`src/rtl/ipi_pkg.sv`:
```
package ipi_pkg;

  typedef enum logic [1:0] {
    SH_NONE    = 2'b00,
    SH_SELF    = 2'b01,
    SH_ALL_INC = 2'b10,
    SH_ALL_EXC = 2'b11
  } shorthand_e;

  localparam int SH_LSB   = 18;
  localparam int MODE_BIT = 11;
  localparam int DLV_LSB  = 8;
  localparam logic [2:0] DLV_LOWEST    = 3'b001;
  localparam logic [3:0] MODEL_FLAT    = 4'hF;
  localparam logic [3:0] MODEL_CLUSTER = 4'h0;
  localparam logic [7:0] DEST_BCAST    = 8'hFF;

  typedef struct packed {
    logic hit;
    logic err;
  } match_t;

  function automatic match_t dest_match(
    input logic [7:0] uid,
    input logic [7:0] ldr,
    input logic [7:0] dest,
    input logic [3:0] model,
    input logic       is_src,
    input logic       logical,
    input shorthand_e sh
  );
    match_t r;
    r = '0;
    unique case (sh)
      SH_SELF:    r.hit = is_src;
      SH_ALL_INC: r.hit = 1'b1;
      SH_ALL_EXC: r.hit = ~is_src;
      default: begin
        if (!logical) begin
          r.hit = (dest == DEST_BCAST) || (dest == uid);
        end else if (model == MODEL_FLAT) begin
          r.hit = |(ldr & dest);
        end else if (model == MODEL_CLUSTER) begin
          r.hit = (ldr[7:4] == dest[7:4]) && (|(ldr[3:0] & dest[3:0]));
        end else begin
          r.err = 1'b1;
        end
      end
    endcase
    return r;
  endfunction

endpackage

```
`src/rtl/ipi_unit_match.sv`:
```
module ipi_unit_match
  import ipi_pkg::*;
(
  input  logic        clk,
  input  logic        rst_n,
  input  logic        fmt_wr,
  input  logic [31:0] fmt_wdata,
  input  logic [7:0]  uid,
  input  logic [7:0]  ldr,
  input  logic        is_src,
  input  logic        msg_valid,
  input  logic [7:0]  dest,
  input  logic        logical,
  input  shorthand_e  sh,
  output logic [31:0] fmt_q,
  output logic        hit,
  output logic        err
);

  logic [3:0] model_q;
  match_t     res;

  always_ff @(posedge clk) begin
    if (!rst_n) begin
      model_q <= MODEL_FLAT;
    end else if (fmt_wr) begin
      model_q <= fmt_wdata[31:28];
    end
  end

  assign fmt_q = {model_q, {28{1'b1}}};

  always_comb begin
    res = dest_match(uid, ldr, dest, model_q, is_src, logical, sh);
  end

  assign hit = msg_valid & res.hit;
  assign err = msg_valid & res.err;

endmodule

```
`src/rtl/ipi_rr_pick.sv`:
```
module ipi_rr_pick #(
  parameter int N = 8,
  localparam int IW = (N > 1) ? $clog2(N) : 1
) (
  input  logic          clk,
  input  logic          rst_n,
  input  logic          req,
  input  logic [N-1:0]  cand,
  output logic          pick_valid,
  output logic [N-1:0]  pick_onehot,
  output logic [IW-1:0] pick_idx,
  output logic          no_target
);

  logic [IW-1:0] next_idx;

  function automatic logic [IW-1:0] search_after(
    input logic [N-1:0]  c,
    input logic [IW-1:0] last
  );
    logic [IW-1:0] found;
    logic          got;
    found = last;
    got   = 1'b0;
    for (int k = 1; k <= N; k++) begin
      int idx;
      idx = (int'(last) + k) % N;
      if (!got && c[idx]) begin
        found = IW'(idx);
        got   = 1'b1;
      end
    end
    return found;
  endfunction

  always_comb begin
    next_idx = search_after(cand, pick_idx);
  end

  always_ff @(posedge clk) begin
    if (!rst_n) begin
      pick_valid  <= 1'b0;
      pick_onehot <= '0;
      pick_idx    <= IW'(N - 1);
      no_target   <= 1'b0;
    end else if (req) begin
      pick_valid <= 1'b1;
      if (|cand) begin
        pick_onehot <= N'(1) << next_idx;
        pick_idx    <= next_idx;
        no_target   <= 1'b0;
      end else begin
        pick_onehot <= '0;
        no_target   <= 1'b1;
      end
    end else begin
      pick_valid  <= 1'b0;
      pick_onehot <= '0;
      no_target   <= 1'b0;
    end
  end

endmodule

```
`src/rtl/ipi_target_select.sv`:
```
module ipi_target_select
  import ipi_pkg::*;
#(
  parameter int N_UNITS = 8,
  localparam int IW = (N_UNITS > 1) ? $clog2(N_UNITS) : 1
) (
  input  logic                 clk,
  input  logic                 rst_n,
  input  logic                 msg_valid,
  input  logic [31:0]          msg_cmd,
  input  logic [7:0]           msg_dest,
  input  logic [8*N_UNITS-1:0] unit_id,
  input  logic [8*N_UNITS-1:0] unit_ldr,
  input  logic [N_UNITS-1:0]   unit_src,
  input  logic [N_UNITS-1:0]   unit_en,
  input  logic [N_UNITS-1:0]   fmt_wr,
  input  logic [31:0]          fmt_wdata,
  output logic [32*N_UNITS-1:0] fmt_q,
  output logic [N_UNITS-1:0]   hit,
  output logic [N_UNITS-1:0]   fmt_err,
  output logic                 pick_valid,
  output logic [N_UNITS-1:0]   pick_onehot,
  output logic [IW-1:0]        pick_idx,
  output logic                 no_target
);

  shorthand_e           sh_w;
  logic                 logical_w;
  logic                 lp_req_w;
  logic [N_UNITS-1:0]   cand_w;

  assign sh_w      = shorthand_e'(msg_cmd[SH_LSB +: 2]);
  assign logical_w = msg_cmd[MODE_BIT];
  assign lp_req_w  = msg_valid && (msg_cmd[DLV_LSB +: 3] == DLV_LOWEST);
  assign cand_w    = hit & unit_en;

  for (genvar i = 0; i < N_UNITS; i++) begin : g_unit
    ipi_unit_match u_match (
      .clk       (clk),
      .rst_n     (rst_n),
      .fmt_wr    (fmt_wr[i]),
      .fmt_wdata (fmt_wdata),
      .uid       (unit_id[8*i +: 8]),
      .ldr       (unit_ldr[8*i +: 8]),
      .is_src    (unit_src[i]),
      .msg_valid (msg_valid),
      .dest      (msg_dest),
      .logical   (logical_w),
      .sh        (sh_w),
      .fmt_q     (fmt_q[32*i +: 32]),
      .hit       (hit[i]),
      .err       (fmt_err[i])
    );
  end

  ipi_rr_pick #(.N(N_UNITS)) u_pick (
    .clk         (clk),
    .rst_n       (rst_n),
    .req         (lp_req_w),
    .cand        (cand_w),
    .pick_valid  (pick_valid),
    .pick_onehot (pick_onehot),
    .pick_idx    (pick_idx),
    .no_target   (no_target)
  );

endmodule

```
`config.mk`:
```
export PLATFORM = sky130hd
export DESIGN_NAME = ipi_target_select
export DESIGN_NICKNAME = d
export VERILOG_FILES = /design/src/rtl/ipi_pkg.sv /design/src/rtl/ipi_unit_match.sv /design/src/rtl/ipi_rr_pick.sv /design/src/rtl/ipi_target_select.sv
export SDC_FILE = /design/constraint.sdc
export NUM_CORES = 1
export LEC_CHECK = 0
export CAP_MARGIN = 20
export CORE_AREA = 3 3 201 203
export CTS_CLUSTER_DIAMETER = 150
export DETAILED_ROUTE_END_ITERATION = 16
export DIE_AREA = 0 0 204 206
export HOLD_SLACK_MARGIN = 0.06
export PLACE_DENSITY = 0.47
export REMOVE_ABC_BUFFERS = 1
export SLEW_MARGIN = 20
export SYNTH_ARGS = -nofsm -noshare
export SYNTH_HDL_FRONTEND = slang
export SYNTH_SLANG_ARGS = --single-unit
export TNS_END_PERCENT = 5
```
`constraint.sdc`:
```
create_clock -name clk -period 3.9 [get_ports clk]
set_input_delay 0.585 -clock clk [delete_from_list [all_inputs] [get_ports clk]]
set_output_delay 0.585 -clock clk [all_outputs]
set_load 0.05 [all_outputs]
```
Word level (Yosys, flattened, before mapping):

Cells that the tools add are included.

* add/subtract/negate cells: 8
* magnitude comparators: 8
* equal/unequal tests: 29
* shift-type cells: 1
* mux-type cells: 105
* bitwise operators: 49
* reductions and logical operators: 68

Operators with widths (count)
* 1-bit 2-to-1 mux: 81
* 8-bit AND: 9
* 8-bit OR reduction: 9
* 8-bit equality test: 8
* 4-bit by 5-bit < comparator with 1-bit output, second input constant: 8
* 4-bit AND: 8
* 4-bit equality test: 8
* 4-bit equality test, second input constant: 8
* 4-bit logical NOT: 8
* 4-bit OR reduction: 8
* 3-bit OR reduction: 9
* 1-bit binary-select mux with 3-bit select: 8
* 3-bit 2-to-1 mux: 8
* 1-bit one-hot mux with 3 select lines: 8
* 1-bit AND: 16
* 1-bit logical AND: 16
* 3-bit adder, second input constant: 4
* 1-bit AND, first input constant: 8
* 8-bit equality test, second input constant: 1
* 1-bit logical OR: 8
* 1-bit NOT: 8
* 1-bit by 3-bit << shifter with 8-bit output, first input constant: 1
* 1-bit logical NOT: 7
* 3-bit by 1-bit adder with 3-bit output, second input constant: 2
* 6 further kinds: 9

* flip-flop bits (word level): 45
* input port bits: 227
* output and inout port bits: 285
* logic and storage cells: 280

Depth between registers and ports, before layout:

Gate-level depths: netlist of run 1.

* depth in word-level cells: 35
* mapped depth: 15
* depth with buffers taken out: 13

Cells and area by module:

From an unflattened synthesis of run 1, not the netlist that was laid out.

* cells, all modules: 791
* area total of the unflattened synthesis: 6691.4 µm²

By module, submodules not included
* ipi_unit_match: instances 8, cells an instance 77, area an instance 633.1 µm²
* ipi_rr_pick: instances 1, cells an instance 166, area an instance 1564.0 µm²
* ipi_target_select: instances 1, cells an instance 9, area an instance 62.6 µm²

Worst setup path after synthesis of run 1:

No wires, ideal clock.

* path type: input port to flip-flop
* start: in msg_dest[5]
* end: reg u_pick.pick_onehot[1]
* library setup time: 80 ps
* arrival time: 3603 ps
* required time: 3820 ps
* path slack: 217 ps
* cell stages on the path: 12
* cell sequence: ha_1 or4_1 a211o_1 o2111ai_2 nor2_4 a22o_1 a22o_1 nor4b_2 nand2_2 o31a_4 xnor2_4 nor3b_1

* word-level cells in the longest chain between the ends: 34

RTL lines
* start: declaration: RTL line ipi_target_select.sv:11 `input logic [7:0] msg_dest,`
* 4-bit equality test: RTL line ipi_pkg.sv:44 `r.hit = (ldr[7:4] == dest[7:4]) && (|(ldr[3:0] & dest[3:0]));`
* 1-bit logical AND: RTL line ipi_pkg.sv:44
* 1-bit 2-to-1 mux: RTL line ipi_pkg.sv:43 `end else if (model == MODEL_CLUSTER) begin`
* 1-bit 2-to-1 mux: RTL line ipi_pkg.sv:41 `end else if (model == MODEL_FLAT) begin`
* 1-bit 2-to-1 mux: RTL line ipi_pkg.sv:39 `if (!logical) begin`
* 1-bit one-hot mux with 3 select lines: RTL line ipi_pkg.sv:34 `unique case (sh)`
* 1-bit AND: RTL line ipi_unit_match.sv:37 `assign hit = msg_valid & res.hit;`
* 8-bit AND *: RTL line ipi_target_select.sv:35 `assign cand_w = hit & unit_en;`
* [18 not listed]
* 1-bit 2-to-1 mux: RTL line ipi_rr_pick.sv:28 `if (!got && c[idx]) begin`
* 1-bit logical NOT: RTL line ipi_rr_pick.sv:28
* 1-bit logical AND: RTL line ipi_rr_pick.sv:28
* 1-bit 2-to-1 mux: RTL line ipi_rr_pick.sv:28
* 1-bit logical NOT: RTL line ipi_rr_pick.sv:28
* 1-bit logical AND: RTL line ipi_rr_pick.sv:28
* 3-bit 2-to-1 mux: RTL line ipi_rr_pick.sv:28
* 1-bit by 3-bit << shifter with 8-bit output: RTL line ipi_rr_pick.sv:49 `pick_onehot <= N'(1) << next_idx;`
* end signal: assignment: RTL line ipi_rr_pick.sv:49
* end: declaration: RTL line ipi_rr_pick.sv:10 `output logic [N-1:0] pick_onehot,`

Every way passes the cells marked *; elsewhere a longest branch is shown, timed or not. The select of a mux whose other input is x is not followed.
A chain may end at the register's enable or synchronous reset.

Final worst setup path of run 1:

* start: in unit_ldr[45]
* end: reg u_pick.pick_onehot[1]

* word-level cells in the longest chain between the ends: 34

RTL lines
* start: declaration: RTL line ipi_target_select.sv:13 `input logic [8*N_UNITS-1:0] unit_ldr,`
* 4-bit equality test: RTL line ipi_pkg.sv:44
* 1-bit logical AND: RTL line ipi_pkg.sv:44
* 1-bit 2-to-1 mux: RTL line ipi_pkg.sv:43
* 1-bit 2-to-1 mux *: RTL line ipi_pkg.sv:41
* 1-bit 2-to-1 mux *: RTL line ipi_pkg.sv:39
* 1-bit one-hot mux with 3 select lines *: RTL line ipi_pkg.sv:34
* 1-bit AND *: RTL line ipi_unit_match.sv:37
* 8-bit AND *: RTL line ipi_target_select.sv:35
* [18 not listed]
* 1-bit 2-to-1 mux: RTL line ipi_rr_pick.sv:28
* 1-bit logical NOT: RTL line ipi_rr_pick.sv:28
* 1-bit logical AND: RTL line ipi_rr_pick.sv:28
* 1-bit 2-to-1 mux: RTL line ipi_rr_pick.sv:28
* 1-bit logical NOT: RTL line ipi_rr_pick.sv:28
* 1-bit logical AND: RTL line ipi_rr_pick.sv:28
* 3-bit 2-to-1 mux: RTL line ipi_rr_pick.sv:28
* 1-bit by 3-bit << shifter with 8-bit output: RTL line ipi_rr_pick.sv:49

Marks and branches as above.

==> run_results.csv, run 1 <==
group,metric,value,unit
setup_path,cp-end-kind,"flop",
hold_path,worstHoldEndpoint,"g_unit[5].u_match.model_q[3]",
synthesis,ys_seq_area_share,13.21,%
clocking,clk_pin_slew,0.06,ns
floorplanning,core,38650,µm²
place,gp_congestion,0.8479,
grt,grt_start_max_net_pins,29,
clocking,tritoncts,"built",
synthesis,synthCells,845,
drt,dr.pass1.iters,4,
floorplanning,pin_count,512,
synthesis,yosys.area.top_type,"buf_4",
clocking,cts-root-buf,"clkbuf_16",
drt,drt_iter0_drc,299,
floorplanning,dieArea,42020,µm²
timing,finalSetupViolations,0,
synthesis,synthTopCellsByArea,"buf_4, dfxtp_1, xor2_1, ha_1, mux2i_1",
place,numPortBuffers,233,
timing,skew,0.008380,ns
grt,grt_first_pass_wirelength,41.90,mm
setup_path,r2r-start,"g_unit[6].u_match.model_q[3]",
timing,fin_crit,3.799,ns
power,ir_drop,185.0,µV
drt,via_per_inst,3.928,
synthesis,synth.distinct_cells,79,
power,p_leak,4.809,nW
finish,final_nets,1439,
drt,wl,30.15,mm
setup_path,reg2reg_to,"u_pick.pick_onehot[1]",
hold_path,hold_depth,2,
setup_path,cp_slowest_cell,"or4_1",
synthesis,netlist_area,6819,µm²
drt,num_vias,6674,
synthesis,ys_ff_latch,45,
synthesis,ys_warn_count,0,
setup_path,path_cells,"clkdlybuf4s50_1, ha_1, or4_1, a211oi_2, o21ai_2, o2bb2ai_4, buf_6, a21oi_1, a22o_1, or2_2, a32o_1, a22oi_1, buf_4, o32ai_4, nor3b_2",
power,switchingPower,1.278,mW
synthesis,syn_avg_cell_area,8.070,µm²
hold_path,hold_class,"reg -> reg",
timing,max_freq,0.2633,GHz
synthesis,synth_top_area_share,27.30,%
finish,area_growth_syn_to_layout,58.29,%
setup_path,reg2reg_depth,14,
floorplanning,core.rowCount,72,
synthesis,synth_edf_count,0,
grt,grt_pass1_vias,6634,
floorplanning,dieWidth,204,µm
hold_path,hold_start,"g_unit[5].u_match.model_q[3]",
timing,maxSlewHeadroom,52.99,%
synthesis,synth_async_sr_flop_share,0,%
clocking,ctsHoldBuffers,0,
floorplanning,die_h,206,µm
timing,period_share,97.40,%
flow_run,maxCapViolations,0,
power,p_per_area,248.1,nW/µm²
finish,drive_gt1_share,24.11,%
setup_path,worstPathRequired,4.07,ns
grt,antenna_found_initial,3,
power,clock_power_share,17.8,%
setup_path,cpPeakStageDelay,0.53,ns
drt,wire_per_inst,17.74,µm
clocking,cts_num_sinks,45,
place,placed_cell_area,9723,µm²
setup_path,cp.arrival,3.97,ns
timing,hold_viol_final,0,
clocking,worstSkewPairLatency,0.29,ns
finish,finalInstanceArea,10790,µm²
power,p_int,1.400,mW
grt,grt.overflow.total,0,
clocking,cts_buffers,5,
floorplanning,start_util,17.64,%
drt,ant_nets,0,
drt,drc,0,
clocking,htreeDepth,2,
clocking,cts_buffer_depth,2,
place,dpl.hpwl,25.35,mm
setup_path,ff2ff_setup_slack,0.51,ns
status,outcome,"completed",
power,total_power,2.678,mW
timing,slew_viol_final,0,
power,combPwrFrac,63.4,%
timing,worst_pin_slew,0.7001,ns
power,netSwitchingFraction,47.73,%
setup_path,setup.worst_path.class,"in -> reg",
grt,grt_use_total,13.25,%
power,seqPwrFrac,18.9,%
synthesis,synth_top_flop_cell,"dfxtp_1",
setup_path,critPathMaxFanout,7,
finish,fillCellCount,4159,
setup_path,start_kind,"input port",
-- metal layers --
layer / share of wire, % / GRT usage (%)
met1: 41 / 15.55
met2: 51 / 24.84
met3: 6.7 / 2.756
met4: 1.4 / 2.728
met5: 0.033 / 0
-- worst max-delay path by stage --
stage	from	cells after the start	endpoint	slack, ns
after detailed placement	msg_dest[5]	16	u_pick.pick_onehot[3]	-0.93
after floorplan	u_pick.pick_idx[0]	12	u_pick.pick_onehot[0]	-0.43
final	unit_ldr[45]	15	u_pick.pick_onehot[1]	0.10
after global routing	unit_ldr[61]	17	u_pick.pick_onehot[1]	-0.01
after CTS	msg_cmd[11]	15	u_pick.pick_onehot[1]	0.004
after global placement	msg_dest[5]	16	u_pick.pick_onehot[3]	-0.91
-- area by class of cell --
type                    instances  area (µm²)  area share [%]
diodes                          3       7.507         0.06955
clock buffers                   5       125.1           1.159
clock inverters                 2       35.03          0.3246
inverters                      13       48.80          0.4521
multi-input cells             727        5184           48.02
flip-flops and latches         45       900.9           8.346
well taps                     518       648.1           6.004
repair buffers                386        3845           35.62
-- critical path: cells and delay by family --
kind	cells	cell delay, ns
compound gates	8	1.35
fa+ha+maj	1	0.23
buf+inv	3	0.81
simple gates	3	0.99
-- cell usage after synthesis, types with 4 or more instances --
cell type,instances
a211o_1,7
a21boi_0,5
a21oi_1,21
a221oi_1,5
a22o_1,5
a22oi_1,19
a31o_2,5
and2_1,5
and3_1,4
and4_1,8
buf_2,7
buf_4,248
clkbuf_1,24
dfxtp_1,45
ha_1,34
inv_1,13
mux2i_1,34
mux4_2,4
nand2_1,70
nand3_1,12
nor2_1,25
nor3_1,22
nor3b_1,7
nor4_1,34
o211ai_1,5
o21ai_0,16
o22ai_1,4
or2_2,6
or4_1,5
xnor2_1,11
xor2_1,65
-- cells by family (layout without fill, tap and decap cells) --
family / Yosys count / count (layout) / synth area share (%)
buf+inv: 297 / 406 / 30.48
simple gates: 218 / 218 / 17.32
compound gates: 132 / 133 / 15.49
xor+xnor: 78 / 78 / 10.57
flops: 45 / 45 / 13.21
mux: 40 / 40 / 6.642
fa+ha+maj: 34 / 34 / 6.239
other cells: 1 / 227 / 0.05499
-- layout by cell type (no fill, tap or decap), drive strengths merged, types with 8 or more instances in the layout --
master         count
conb             224
nor4              34
a22oi             20
o21ai             17
nor2              27
nor3b              9
inv               13
mux2i             34
clkdlybuf4s50    198
nand2             71
xor2              65
a21oi             21
nand3             12
and4               8
xnor2             13
dlymetal6s2s      14
clkbuf            10
nor3              23
ha                34
dfxtp             45
buf              168
-- state kept, by name, indices dropped and copies added, names as in the netlist --
| name | flops |
|---|---|
| u_pick.no_target | 1 |
| g_unit.u_match.model_q | 32 |
| u_pick.pick_idx | 3 |
| u_pick.pick_onehot | 8 |
| u_pick.pick_valid | 1 |
-- through the flow --
step                      hold slack [ns]  TNS [ns]  utilization [%]  setup slack, ns  instances
after floorplan                    0.6469    -3.926                -          -0.4266        784
final                              0.5289         0            27.93           0.1014       1699
after global routing               0.5589  -0.01971            27.92         -0.01037       1697
after detailed placement           0.5094    -9.632            25.16          -0.9262       1654
after CTS                          0.5307         0            26.56         0.004234       1676
after global placement             0.4986    -9.443            25.16          -0.9061       1654
-- power groups by stage --
stage | logic [mW] | registers (mW) | clock network (mW)
after floorplan | 0.874 | 0.588 | 0
after global placement | 1.54 | 0.514 | 0
after detailed placement | 1.54 | 0.514 | 0
after CTS | 1.62 | 0.505 | 0.494
after global routing | 1.80 | 0.508 | 0.508
final | 1.70 | 0.505 | 0.475
-- timing repair --
item                                    in CTS  in global routing
endpoints found under the setup margin      11                 11
pin swaps                                   17                 45
cloned                                       1                  2
setup buffers                               14                 19
resized for setup                           47                 81
Power figures use the tool's default switching activity.
==> run 2, diff against run 1 <==
- CTS_CLUSTER_DIAMETER: 150 -> 60
==> results of run 2 <==
No change in the layout: final DEF, timing and power equal those of run 1.
==> run 3, diff against run 2 <==
- PLACE_DENSITY: 0.47 -> 0.45
- clock period: 3.9 -> 4.3 ns (I/O delays scaled with it)
==> run_results.csv, run 3 (same netlist as run 1, synthesis figures left out) <==
group,metric,value,unit
finish,reg.largest.list,"g_unit.u_match.model_q: 32 flops, u_pick.pick_onehot: 8 flops, u_pick.pick_idx: 3 flops",
power,p_per_area,229.8,nW/µm²
drt,ant_nets,0,
grt,antenna_found_initial,3,
grt,grt.overflow.total,0,
clocking,clk_pin_slew,0.07,ns
setup_path,ff2ff_setup_slack,0.93,ns
finish,final_cell_mix,"conb_1, clkdlybuf4s50_1, buf_4",
finish,utilization,25.11,%
flow_run,maxCapViolations,0,
drt,drt_iter0_drc,254,
finish,fillCellCount,4222,
hold_path,hold_class,"reg -> reg",
clocking,tritoncts,"built",
power,netSwitchingFraction,49.37,%
place,preCtsSetupSlack,-0.4340,ns
drt,num_vias,6395,
setup_path,cpPeakStageDelay,0.43,ns
setup_path,cp-end-kind,"flop",
grt,grt_start_max_net_pins,36,
clocking,cts_buffers,5,
drt,wl,28.87,mm
finish,regMostFlops,"g_unit.u_match.model_q",
place,placed_cell_area,9460,µm²
timing,slew_viol_final,0,
timing,max_freq,0.2416,GHz
grt,grt_pass1_vias,6216,
drt,drc,0,
place,gp_congestion,0.8343,
floorplanning,dieArea,42020,µm²
grt,grt_use_total,12.81,%
timing,hold_viol_final,0,
floorplanning,core.rowCount,72,
setup_path,path_common_cell,"a22o_1",
place,dpl.hpwl,25.37,mm
power,clock_power_share,17.9,%
drt,via_per_inst,3.888,
finish,drive_gt1_share,15.29,%
floorplanning,dieWidth,204,µm
timing,maxSlewHeadroom,45.30,%
power,p_int,1.129,mW
floorplanning,core,38650,µm²
finish,final_nets,1385,
finish,finalInstanceArea,9704,µm²
setup_path,crit_end,"u_pick.pick_onehot[1]",
clocking,worstSkewPairLatency,0.29,ns
floorplanning,die_h,206,µm
power,ir_drop,154.7,µV
finish,largest_register_ffs,32,
clocking,htreeDepth,2,
setup_path,startpoint,"msg_dest[6]",
clocking,cts-root-buf,"clkbuf_16",
timing,rsz0062_at_grt,"true",
hold_path,hold_start,"g_unit[5].u_match.model_q[1]",
setup_path,r2r-start,"g_unit[1].u_match.model_q[3]",
setup_path,path_cells,"clkdlybuf4s50_1, buf_4, ha_1, or4_1, a211o_1, o2111ai_4, nor2_4, a22o_1, a22o_1, nor4b_4, nand2_2, o31a_4, xnor2_4, nor3b_1",
timing,fin_crit,4.140,ns
finish,mostFrequentLayoutCell,"conb_1",
drt,dr.pass1.iters,5,
floorplanning,pin_count,512,
grt,grt_first_pass_wirelength,40.21,mm
clocking,cts_num_sinks,45,
drt,wire_per_inst,17.55,µm
setup_path,critPathMaxFanout,5,
timing,skew,0.005976,ns
power,combPwrFrac,61.5,%
place,numPortBuffers,233,
power,switchingPower,1.101,mW
clocking,cts_buffer_depth,2,
setup_path,reg2reg_to,"u_pick.pick_onehot[0]",
setup_path,cp.arrival,4.35,ns
timing,period_share,96.27,%
setup_path,worstPathRequired,4.51,ns
power,seqPwrFrac,20.5,%
status,outcome,"completed",
timing,setup_slack,0.1604,ns
timing,worst_pin_slew,0.8146,ns
finish,area_growth_syn_to_layout,42.31,%
setup_path,cp_slowest_cell,"or4_1",
timing,setup-tns-final,0,ns
setup_path,setup.worst_path.class,"in -> reg",
setup_path,reg2reg_depth,12,
timing,finalSetupViolations,0,
floorplanning,start_util,17.64,%
setup_path,start_kind,"input port",
power,p_leak,4.259,nW
run 3: changes by cell type in the layout (fill, tap and decap cells not counted), moves of 4 or more:
cell | previous run | this run
a22oi_1 | 13 | 17
xor2_1 | 61 | 65
clkdlybuf4s50_1 | 198 | 214
ha_2 | 4 | 0
buf_4 | 133 | 102
a22oi_2 | 7 | 3
nor4_2 | 6 | 2
buf_12 | 25 | 12
dlymetal6s2s_1 | 14 | 0
buf_6 | 7 | 2
ha_1 | 30 | 34
nor4_1 | 26 | 32
run 3: how the worst min path moves through the flow:
stage,endpoint,slack (ns),cells after the start
finish,g_unit[5].u_match.model_q[1],0.52,2
global route,g_unit[2].u_match.model_q[2],0.56,2
CTS,g_unit[5].u_match.model_q[1],0.52,2
detailed placement,g_unit[5].u_match.model_q[1],0.50,2
global placement,g_unit[5].u_match.model_q[1],0.50,2
floorplan,g_unit[0].u_match.model_q[0],0.71,1
run 3: final cells by class:
cell class,count,area (µm²),area share (%)
multi-input cells,726,4752,48.97
repair buffers,333,3197,32.94
flip-flops and latches,45,900.9,9.283
well taps,518,648.1,6.679
clock buffers,6,138.9,1.431
inverters,13,48.80,0.5028
clock inverters,2,13.76,0.1418
diodes,2,5.005,0.05157
run 3: what timing repair did:
action                     in CTS  in global routing
gates cloned                    0                  0
gates resized for setup         9                 10
buffers inserted                1                  0
pin swaps                       4                  3
hold buffers                    0                  0
setup endpoints to repair      11                 11
run 3: per-stage QoR:
step | hold WS (ns) | power, mW | std cells
floorplan | 0.7069 | 1.326 | 784
global placement | 0.4987 | 1.827 | 1634
detailed placement | 0.5042 | 1.829 | 1634
CTS | 0.5221 | 2.242 | 1643
global route | 0.5560 | 2.349 | 1644
finish | 0.5213 | 2.230 | 1645
run 3: worst max-delay path, delay by kind of cell:
kind            cells  cell delay [ns]
xor+xnor            1             0.16
compound gates      5             1.62
simple gates        5             1.15
buf+inv             2             0.57
fa+ha+maj           1             0.19
run 3: per-layer routing:
layer	wire, µm	vias up	share of wire, %	global-route usage, %
met3	2159	32	7.5	2.489
met2	14560	298	50	23.80
met5	30	-	0.10	0
met1	11350	2981	39	14.89
met4	768	4	2.7	3.711
li1	-	3080	-	-
run 3: power groups by stage:
stage | logic [mW] | registers (mW) | clock network, mW
6_report | 1.37 | 0.458 | 0.400
5_1_grt | 1.46 | 0.462 | 0.428
4_1_cts | 1.37 | 0.458 | 0.411
3_5_place_dp | 1.36 | 0.468 | 0
3_3_place_gp | 1.36 | 0.467 | 0
2_1_floorplan | 0.793 | 0.533 | 0
